## src/rtl/fifo_lvl_pkg.sv

```systemverilog
package fifo_lvl_pkg;
    typedef enum logic [1:0] {
        OCC_EMPTY   = 2'd0,
        OCC_PARTIAL = 2'd1,
        OCC_FULL    = 2'd2
    } occ_state_e;

    typedef enum logic {
        DIR_TX = 1'b0,
        DIR_RX = 1'b1
    } dir_e;
endpackage

```

## src/rtl/lvl_fsm.sv

```systemverilog
module lvl_fsm
    import fifo_lvl_pkg::*;
#(
    parameter int DEPTH = 64,
    parameter int CW    = 8
) (
    input  logic          clk,
    input  logic          rst_n,
    input  logic          push,
    input  logic          pop,
    output logic          push_ok,
    output logic          pop_ok,
    output logic [CW-1:0] count,
    output occ_state_e    state
);
    localparam logic [CW-1:0] TOP_M1 = CW'(DEPTH - 1);

    occ_state_e    state_q, state_d;
    logic [CW-1:0] count_q, count_d;

    // state register
    always_ff @(posedge clk or negedge rst_n) begin
        if (!rst_n) begin
            state_q <= OCC_EMPTY;
            count_q <= '0;
        end else begin
            state_q <= state_d;
            count_q <= count_d;
        end
    end

    // next state
    always_comb begin
        state_d = state_q;
        unique case (state_q)
            OCC_EMPTY:   if (push_ok) state_d = OCC_PARTIAL;
            OCC_PARTIAL: begin
                if (push_ok && !pop_ok && count_q == TOP_M1)
                    state_d = OCC_FULL;
                else if (pop_ok && !push_ok && count_q == CW'(1))
                    state_d = OCC_EMPTY;
            end
            OCC_FULL:    if (pop_ok) state_d = OCC_PARTIAL;
            default:     state_d = OCC_EMPTY;
        endcase
    end

    // outputs and count update
    always_comb begin
        push_ok = push && (state_q != OCC_FULL);
        pop_ok  = pop  && (state_q != OCC_EMPTY);
        count_d = count_q;
        unique case ({push_ok, pop_ok})
            2'b10:   count_d = count_q + CW'(1);
            2'b01:   count_d = count_q - CW'(1);
            default: count_d = count_q;
        endcase
    end

    assign count = count_q;
    assign state = state_q;
endmodule

```

## src/rtl/byte_ram.sv

```systemverilog
module byte_ram #(
    parameter int DEPTH = 64,
    parameter int W     = 8
) (
    input  logic         clk,
    input  logic         rst_n,
    input  logic         we,
    input  logic [W-1:0] wdata,
    input  logic         re,
    output logic [W-1:0] rdata
);
    localparam int AW = (DEPTH > 1) ? $clog2(DEPTH) : 1;
    localparam logic [AW-1:0] LAST = AW'(DEPTH - 1);

    logic [W-1:0]  mem [DEPTH];
    logic [AW-1:0] wr_ptr, rd_ptr;

    always_ff @(posedge clk or negedge rst_n) begin
        if (!rst_n) begin
            wr_ptr <= '0;
            rd_ptr <= '0;
        end else begin
            if (we) wr_ptr <= (wr_ptr == LAST) ? '0 : wr_ptr + AW'(1);
            if (re) rd_ptr <= (rd_ptr == LAST) ? '0 : rd_ptr + AW'(1);
        end
    end

    always_ff @(posedge clk) begin
        if (we) mem[wr_ptr] <= wdata;
    end

    assign rdata = mem[rd_ptr];
endmodule

```

## src/rtl/trig_cmp.sv

```systemverilog
module trig_cmp
    import fifo_lvl_pkg::*;
#(
    parameter int   DEPTH = 64,
    parameter int   CW    = 8,
    parameter dir_e DIR   = DIR_RX
) (
    input  logic          clk,
    input  logic          rst_n,
    input  logic          trig_wr,
    input  logic [CW-1:0] trig_data,
    input  logic [CW-1:0] count,
    output logic          irq
);
    localparam logic [CW-1:0] CAP = CW'(DEPTH);

    logic [CW-1:0] thr_q;

    always_ff @(posedge clk or negedge rst_n) begin
        if (!rst_n)       thr_q <= '0;
        else if (trig_wr) thr_q <= (trig_data > CAP) ? CAP : trig_data;
    end

    generate
        if (DIR == DIR_TX) begin : g_tx
            assign irq = (count < thr_q);
        end else begin : g_rx
            assign irq = (count >= thr_q);
        end
    endgenerate
endmodule

```

## src/rtl/fifo_lvl_trig.sv

```systemverilog
module fifo_lvl_trig
    import fifo_lvl_pkg::*;
#(
    parameter int   DEPTH = 64,
    parameter int   W     = 8,
    parameter int   CW    = 8,
    parameter dir_e DIR   = DIR_RX
) (
    input  logic          clk,
    input  logic          rst_n,
    input  logic          push,
    input  logic [W-1:0]  push_data,
    input  logic          pop,
    output logic [W-1:0]  pop_data,
    output logic [CW-1:0] level,
    input  logic          trig_wr,
    input  logic [CW-1:0] trig_data,
    output logic          irq
);
    logic       push_ok, pop_ok;
    occ_state_e occ;

    lvl_fsm #(.DEPTH(DEPTH), .CW(CW)) u_fsm (
        .clk(clk), .rst_n(rst_n), .push(push), .pop(pop),
        .push_ok(push_ok), .pop_ok(pop_ok), .count(level), .state(occ)
    );

    byte_ram #(.DEPTH(DEPTH), .W(W)) u_ram (
        .clk(clk), .rst_n(rst_n), .we(push_ok), .wdata(push_data),
        .re(pop_ok), .rdata(pop_data)
    );

    trig_cmp #(.DEPTH(DEPTH), .CW(CW), .DIR(DIR)) u_cmp (
        .clk(clk), .rst_n(rst_n), .trig_wr(trig_wr), .trig_data(trig_data),
        .count(level), .irq(irq)
    );
endmodule

```

## config.mk

```make
export PLATFORM = sky130hd
export DESIGN_NAME = fifo_lvl_trig
export DESIGN_NICKNAME = d
export VERILOG_FILES = /design/src/rtl/fifo_lvl_pkg.sv /design/src/rtl/lvl_fsm.sv /design/src/rtl/byte_ram.sv /design/src/rtl/trig_cmp.sv /design/src/rtl/fifo_lvl_trig.sv
export SDC_FILE = /design/constraint.sdc
export NUM_CORES = 1
export LEC_CHECK = 0
export CAP_MARGIN = 25
export CORE_MARGIN = 2
export CORE_UTILIZATION = 57
export CTS_BUF_LIST = sky130_fd_sc_hd__clkbuf_16
export DETAILED_ROUTE_END_ITERATION = 10
export DONT_BUFFER_PORTS = 1
export PLACE_DENSITY = 0.75
export SYNTH_ARGS = -nofsm -noshare
export SYNTH_HDL_FRONTEND = slang
export SYNTH_SLANG_ARGS = --single-unit
```

## constraint.sdc

```tcl
create_clock -name clk -period 2.39 [get_ports clk]
set_input_delay 0.5975 -clock clk [delete_from_list [all_inputs] [get_ports clk]]
set_output_delay 0.5975 -clock clk [all_outputs]
set_load 0.1 [all_outputs]
```

# Yosys cells after proc, flatten, opt, wreduce, memory -nomap -nowiden
# Memories as Yosys holds them, arrays and structs flattened.
# Cells that the tools add are included.
# totals
mem_bits_ro,0
word_cells,47
ramBits,512
out_inout_bits,17
memories,1
ff_bits,30
latch_bits,0
# classes
reduce_logical,12
eq_ne,12
magnitude_cmp,2
bitwise_logic,0
n_div,0
add_sub_neg,4
shift,0
multipliers,0
muxes,11
# memory_table
memory,words,width,rd,rd_clocked_by_memory_dff,wr,line_no,text
u_ram.mem,64,8,1,0,1,byte_ram.sv:15,logic [W-1:0] mem [DEPTH];
# ops
operator,count
one-hot mux 8 bit (2 select lines),1
"adder 6 x 1 -> 6 bit, second input constant",2
"== test 6 bit, second input constant",2
two-way mux 6 bit,2
"adder 8 x 1 -> 8 bit, second input constant",1
"== test 8 x 1 -> 1 bit, second input constant",1
"== test 8 x 6 -> 1 bit, second input constant",1
greater-or-equal comparator 8 bit,1
"greater-than comparator 8 x 7 -> 1 bit, second input constant",1
two-way mux 2 bit,4
two-way mux 8 bit,1
"subtractor 8 x 1 -> 8 bit, second input constant",1
logical AND 1 bit,6
one-hot mux 2 bit (3 select lines),1
"== test 2 x 1 -> 1 bit, second input constant",2
"== test 2 bit, second input constant",2
"inequality test 2 x 1 -> 1 bit, second input constant",2
nonzero test 2 bit,2
"inequality test 3 x 1 -> 1 bit, second input constant",1
AND reduction 3 bit,1
zero test 1 bit,2
zero test 2 bit,1
two-way mux 1 bit,2
"inequality test 2 bit, second input constant",1

# Longest topological paths before layout
# logic_depth
ltp_word,8
mapped_depth,9
depth_no_buf,9

# Hierarchy
# Synthesis repeated with hierarchy kept, for this count alone.
# unflattened
cells_unflattened,1118
hier_area_um2,21584.5
# modules_own_cells
module,n_inst,area_per_inst_um2,cells_per_inst
byte_ram,1,20443.4,1000
lvl_fsm,1,654.4,67
trig_cmp,1,486.7,51

# Worst setup path after synthesis
# Ideal clock, no wire load.
# synth_timing
path_kind,register to output
start,reg u_ram.rd_ptr[1]
end,out pop_data[0]
stages_incl_launch_ff,7
t_arrival_ns,2.989
path_slack_ns,-1.196
t_required_ns,1.793
cell_sequence,dfrtp_1 > clkbuf_1 > buf_2 > clkbuf_1 > mux4_2 > a221oi_1 > o221ai_1
# synth_between
elab_chain_len,1
# synth_lines
element,line_no,text
"start, declared",byte_ram.sv:16,"logic [AW-1:0] wr_ptr, rd_ptr;"
"start signal, assigned",byte_ram.sv:24,if (re) rd_ptr <= (rd_ptr == LAST) ? '0 : rd_ptr + AW'(1);
memory read (64 x 8 bit),-,
"end, declared",fifo_lvl_trig.sv:14,"output logic [W-1:0] pop_data,"
# Every way passes these cells.

# Worst setup path after layout
# layout_timing
start,reg u_ram.rd_ptr[0]
end,out pop_data[2]
# Same word-level chain as after synthesis.

==> results by group <==
Power and ir drop
  – Static Leak: 0.00860 µW
  – Pwr Density: ~1200 nW/µm²
  – Reg power frac: between 30% and 40%
  – Internal: ~21000 µW
  – Combinational share of power: between 30% and 40%
  – Sw Share: around a third
  – VDD IR max: between 1000 and 1500 µV
  – Sw Pwr: between 10000 and 15000 µW
  – Clk pwr share: 26.7%

Detailed routing
  – Post-route DRC: 0
  – Pre-Repair DR Iteration Count: 7
  – Antenna-violating nets left: 0
  – Wire per inst: 28.1 µm
  – DR vias: 11339
  – First DRT Iteration DRCs: roughly 1300
  – Via/cell ratio: 6.48
  – WL final: approximately 50000 µm

Placed design
  – Final HPWL DP: ~29000 µm
  – Port bufs: 0
  – Post-Place Setup Slack: -0.733 ns
  – Final RePlAce weighted congestion: roughly 0.8

Timing
  – Final clock period utilization by the worst path: 149%
  – Fmax: approximately 0.28 GHz
  – Clock skew: ~0.025 ns
  – Final Slew Violations: 0
  – Min Tclk post-route: about 3.6 ns
  – Hold Fails Final Rpt: 0
  – Least-Margin Pin Slew: 0.763 ns
  – Hold Slack: around 0.06 ns
  – Worst setup slack after layout: -1.18 ns
  – Setup_tns: -9.88 ns
  – # setup viols final: 9
  – RSZ-0062 raised after global routing: yes
  – Max_slew headroom: 49.0%

Global routing
  – Initial antenna violation count: 0
  – Vias in the first global route: between 10000 and 15000
  – GR Util met3: under 10%
  – Met1 Resource Use GR: between 30 and 40%
  – Global-route wire length before repair: ~73000 µm
  – Gr ovfl total: 0
  – Met2 Use GR: 43.1%
  – Largest net degree at the start of global routing: 65
  – Total track usage: between 20% and 30%
  – Layer with the highest usage: met2

Clock tree
  – Worst-skew pair later-pin latency: about 0.6 ns
  – Max H-tree Level: 2
  – Clock Path Buffers: 3
  – CTS sink cnt: between 500 and 600
  – CTS tree: built
  – CTS Buf Count: 53
  – Clock-pin slew on the worst setup and hold paths: about 0.060 ns
  – Root Driver: clkbuf_16

Yosys
  – Cell count after synthesis: approximately 1100
  – Post-Syn Area per Cell: 20.0 µm²
  – Mapped Nets: about 1100
  – Synth unique cells: between 40 and 50
  – Sequential area share after synthesis: 75.6%
  – Yosys warning total: 0
  – Synthesis-stage register bit count: 542
  – Post-synthesis cell area: ~21000 µm²

Final layout
  – N_diodes: 0
  – Area of the multi-input gates: 5450 µm²
  – Commonest non-fill, non-tap cells in the layout: 512 x edfxtp_1, 131 x buf_4, 128 x mux4_2
  – P&R area growth vs syn: 21.1%
  – Register area: between 15000 and 20000 µm²
  – Commonest non-fill, non-tap cell in the layout: edfxtp_1
  – Share of cells above drive strength 1: around 37%
  – FILL cells: 2059
  – Layout Nets: 1275
  – Final Util: 70.4%

Setup path
  – Reg2reg setup slack: about 0.14 ns
  – CP Max Fanout: 5
  – Worst path required time: 1.79 ns
  – Crit path from: u_ram.rd_ptr[0]
  – R2R depth: 7
  – Crit path capture: pop_data[2]
  – Worst R2R Start: u_fsm.state[0]
  – Critical path capture point type: output port
  – CP Data Arrival Time: ~3.0 ns
  – RR Endpoint: u_ram.mem[39][3]
  – Critical Path Start Type: register
  – Kind of critical path: register to output port

Floorplanning
  – Die width: between 150 and 200 µm
  – IO Pins: 38
  – Initial Util: a little under 60%
  – Die ar.: roughly 39000 µm²
  – Core ar.: around 37000 µm²
  – Row count: 70
  – Die Ht: around 200 µm

Hold path
  – Worst Min Path Start: trig_wr
  – Worst min path class: input pin to register

Status
  – Failing checks: setup timing
  – Outcome: finished, violations left

Flow run
  – Max-cap violation count: 0
-- cell usage after synthesis (all sizes together) --
cell / number / area share [%]
a21o: 2 / 0.070
a21oi: 5 / 0.12
a221oi: 16 / 0.66
a22o: 16 / 0.66
a22oi: 41 / 1.4
a31oi: 2 / 0.059
and2: 2 / 0.059
and3: 2 / 0.059
buf: 29 / 0.86
clkbuf: 34 / 0.60
dfrtp: 30 / 3.5
edfxtp: 512 / 72
ha: 15 / 0.88
inv: 13 / 0.23
mux2i: 2 / 0.094
mux4: 128 / 14
nand2: 44 / 0.77
nand2b: 7 / 0.21
nand3: 16 / 0.38
nand3b: 2 / 0.070
nand4: 6 / 0.18
nand4b: 1 / 0.041
nor2: 78 / 1.4
nor2b: 11 / 0.32
nor3: 6 / 0.14
nor3b: 1 / 0.035
nor4: 2 / 0.059
nor4b: 1 / 0.041
o211ai: 1 / 0.035
o21ai: 18 / 0.42
o221ai: 8 / 0.33
o22ai: 1 / 0.029
o41a: 1 / 0.053
o41ai: 1 / 0.041
or2: 1 / 0.029
or3: 1 / 0.029
or3b: 1 / 0.041
xnor2: 7 / 0.29
xor2: 5 / 0.21
-- routing by layer --
layer	wire length [µm]	vias to the layer above
li1	-	4745
met2	25200	571
met4	1330	0
met5	0	-
met3	3820	80
met1	18800	5943
-- through the flow --
step / instance area (µm²) / power, µW / instances
after floorplan: 21700 / 18700 / 1069
after global placement: 23400 / 22100 / 1631
after detailed placement: 23400 / 22300 / 1631
after CTS: 25700 / 31500 / 1747
after global routing: 25800 / 32800 / 1750
final: 25800 / 31800 / 1750
-- critical path: stages (launching register included) --
cell and delay (ns):
dfrtp_4 0.47, buf_12 0.16, buf_12 0.13, mux4_2 0.51, a22oi_2 0.17, buf_4 0.16, nand2_2 0.07, a22oi_2 0.32
o221ai_4 0.17, buf_12 0.19
-- power by group through the flow --
stage / Combinational, µW / Sequential (µW) / Clock [µW]
4_1_cts: 11800 / 11200 / 8590
3_3_place_gp: 10800 / 11400 / 0
3_5_place_dp: 10900 / 11400 / 0
5_1_grt: 12600 / 11300 / 8950
2_1_floorplan: 7050 / 11700 / 0
6_report: 12100 / 11200 / 8500
-- sequential cells by signal, indices dropped and copies added, names as in the netlist --
name	flops
u_fsm.state	2
u_ram.mem	512
u_cmp.thr_q	8
u_ram.wr_ptr	6
u_fsm.count	8
u_ram.rd_ptr	6
-- logic make-up after synthesis --
| family | Yosys count | synth area share (%) |
|---|---|---|
| simple gates | 182 | 3.83 |
| buf+inv | 76 | 1.69 |
| compound gates | 112 | 3.91 |
| fa+ha+maj | 15 | 0.880 |
| flops | 542 | 75.6 |
| xor+xnor | 12 | 0.493 |
| mux | 130 | 13.6 |
-- worst min path at each step --
stage | endpoint | slack (ns) | depth (start not counted)
after floorplan | u_cmp.thr_q[0] | 0.30 | 0
after global placement | u_fsm.state[1] | 0.30 | 0
after detailed placement | u_fsm.state[1] | 0.31 | 0
after CTS | u_cmp.thr_q[7] | 0.03 | 1
after global routing | u_cmp.thr_q[7] | 0.05 | 1
final | u_cmp.thr_q[7] | 0.06 | 1
-- what timing repair did --
| action | in CTS | in global routing |
|---|---|---|
| setup endpoints to repair | 9 | 19 |
| hold endpoints to repair | 30 | 0 |
| gates resized for setup | 41 | 36 |
| pin swaps | 30 | 24 |
| setup buffers | 15 | 3 |
| hold buffers | 2 | 0 |
| gates cloned | 2 | 2 |
-- cell type report --
type / instances / area share (%)
sequential: 542 / 62.5
inverter: 13 / 0.199
clock inverter: 45 / 1.72
clock buffer: 53 / 5.13
multi-input combinational: 451 / 21.1
timing repair buffer: 178 / 7.15
tap: 468 / 2.27
Note: power is estimated with default switching activity, not from simulation.
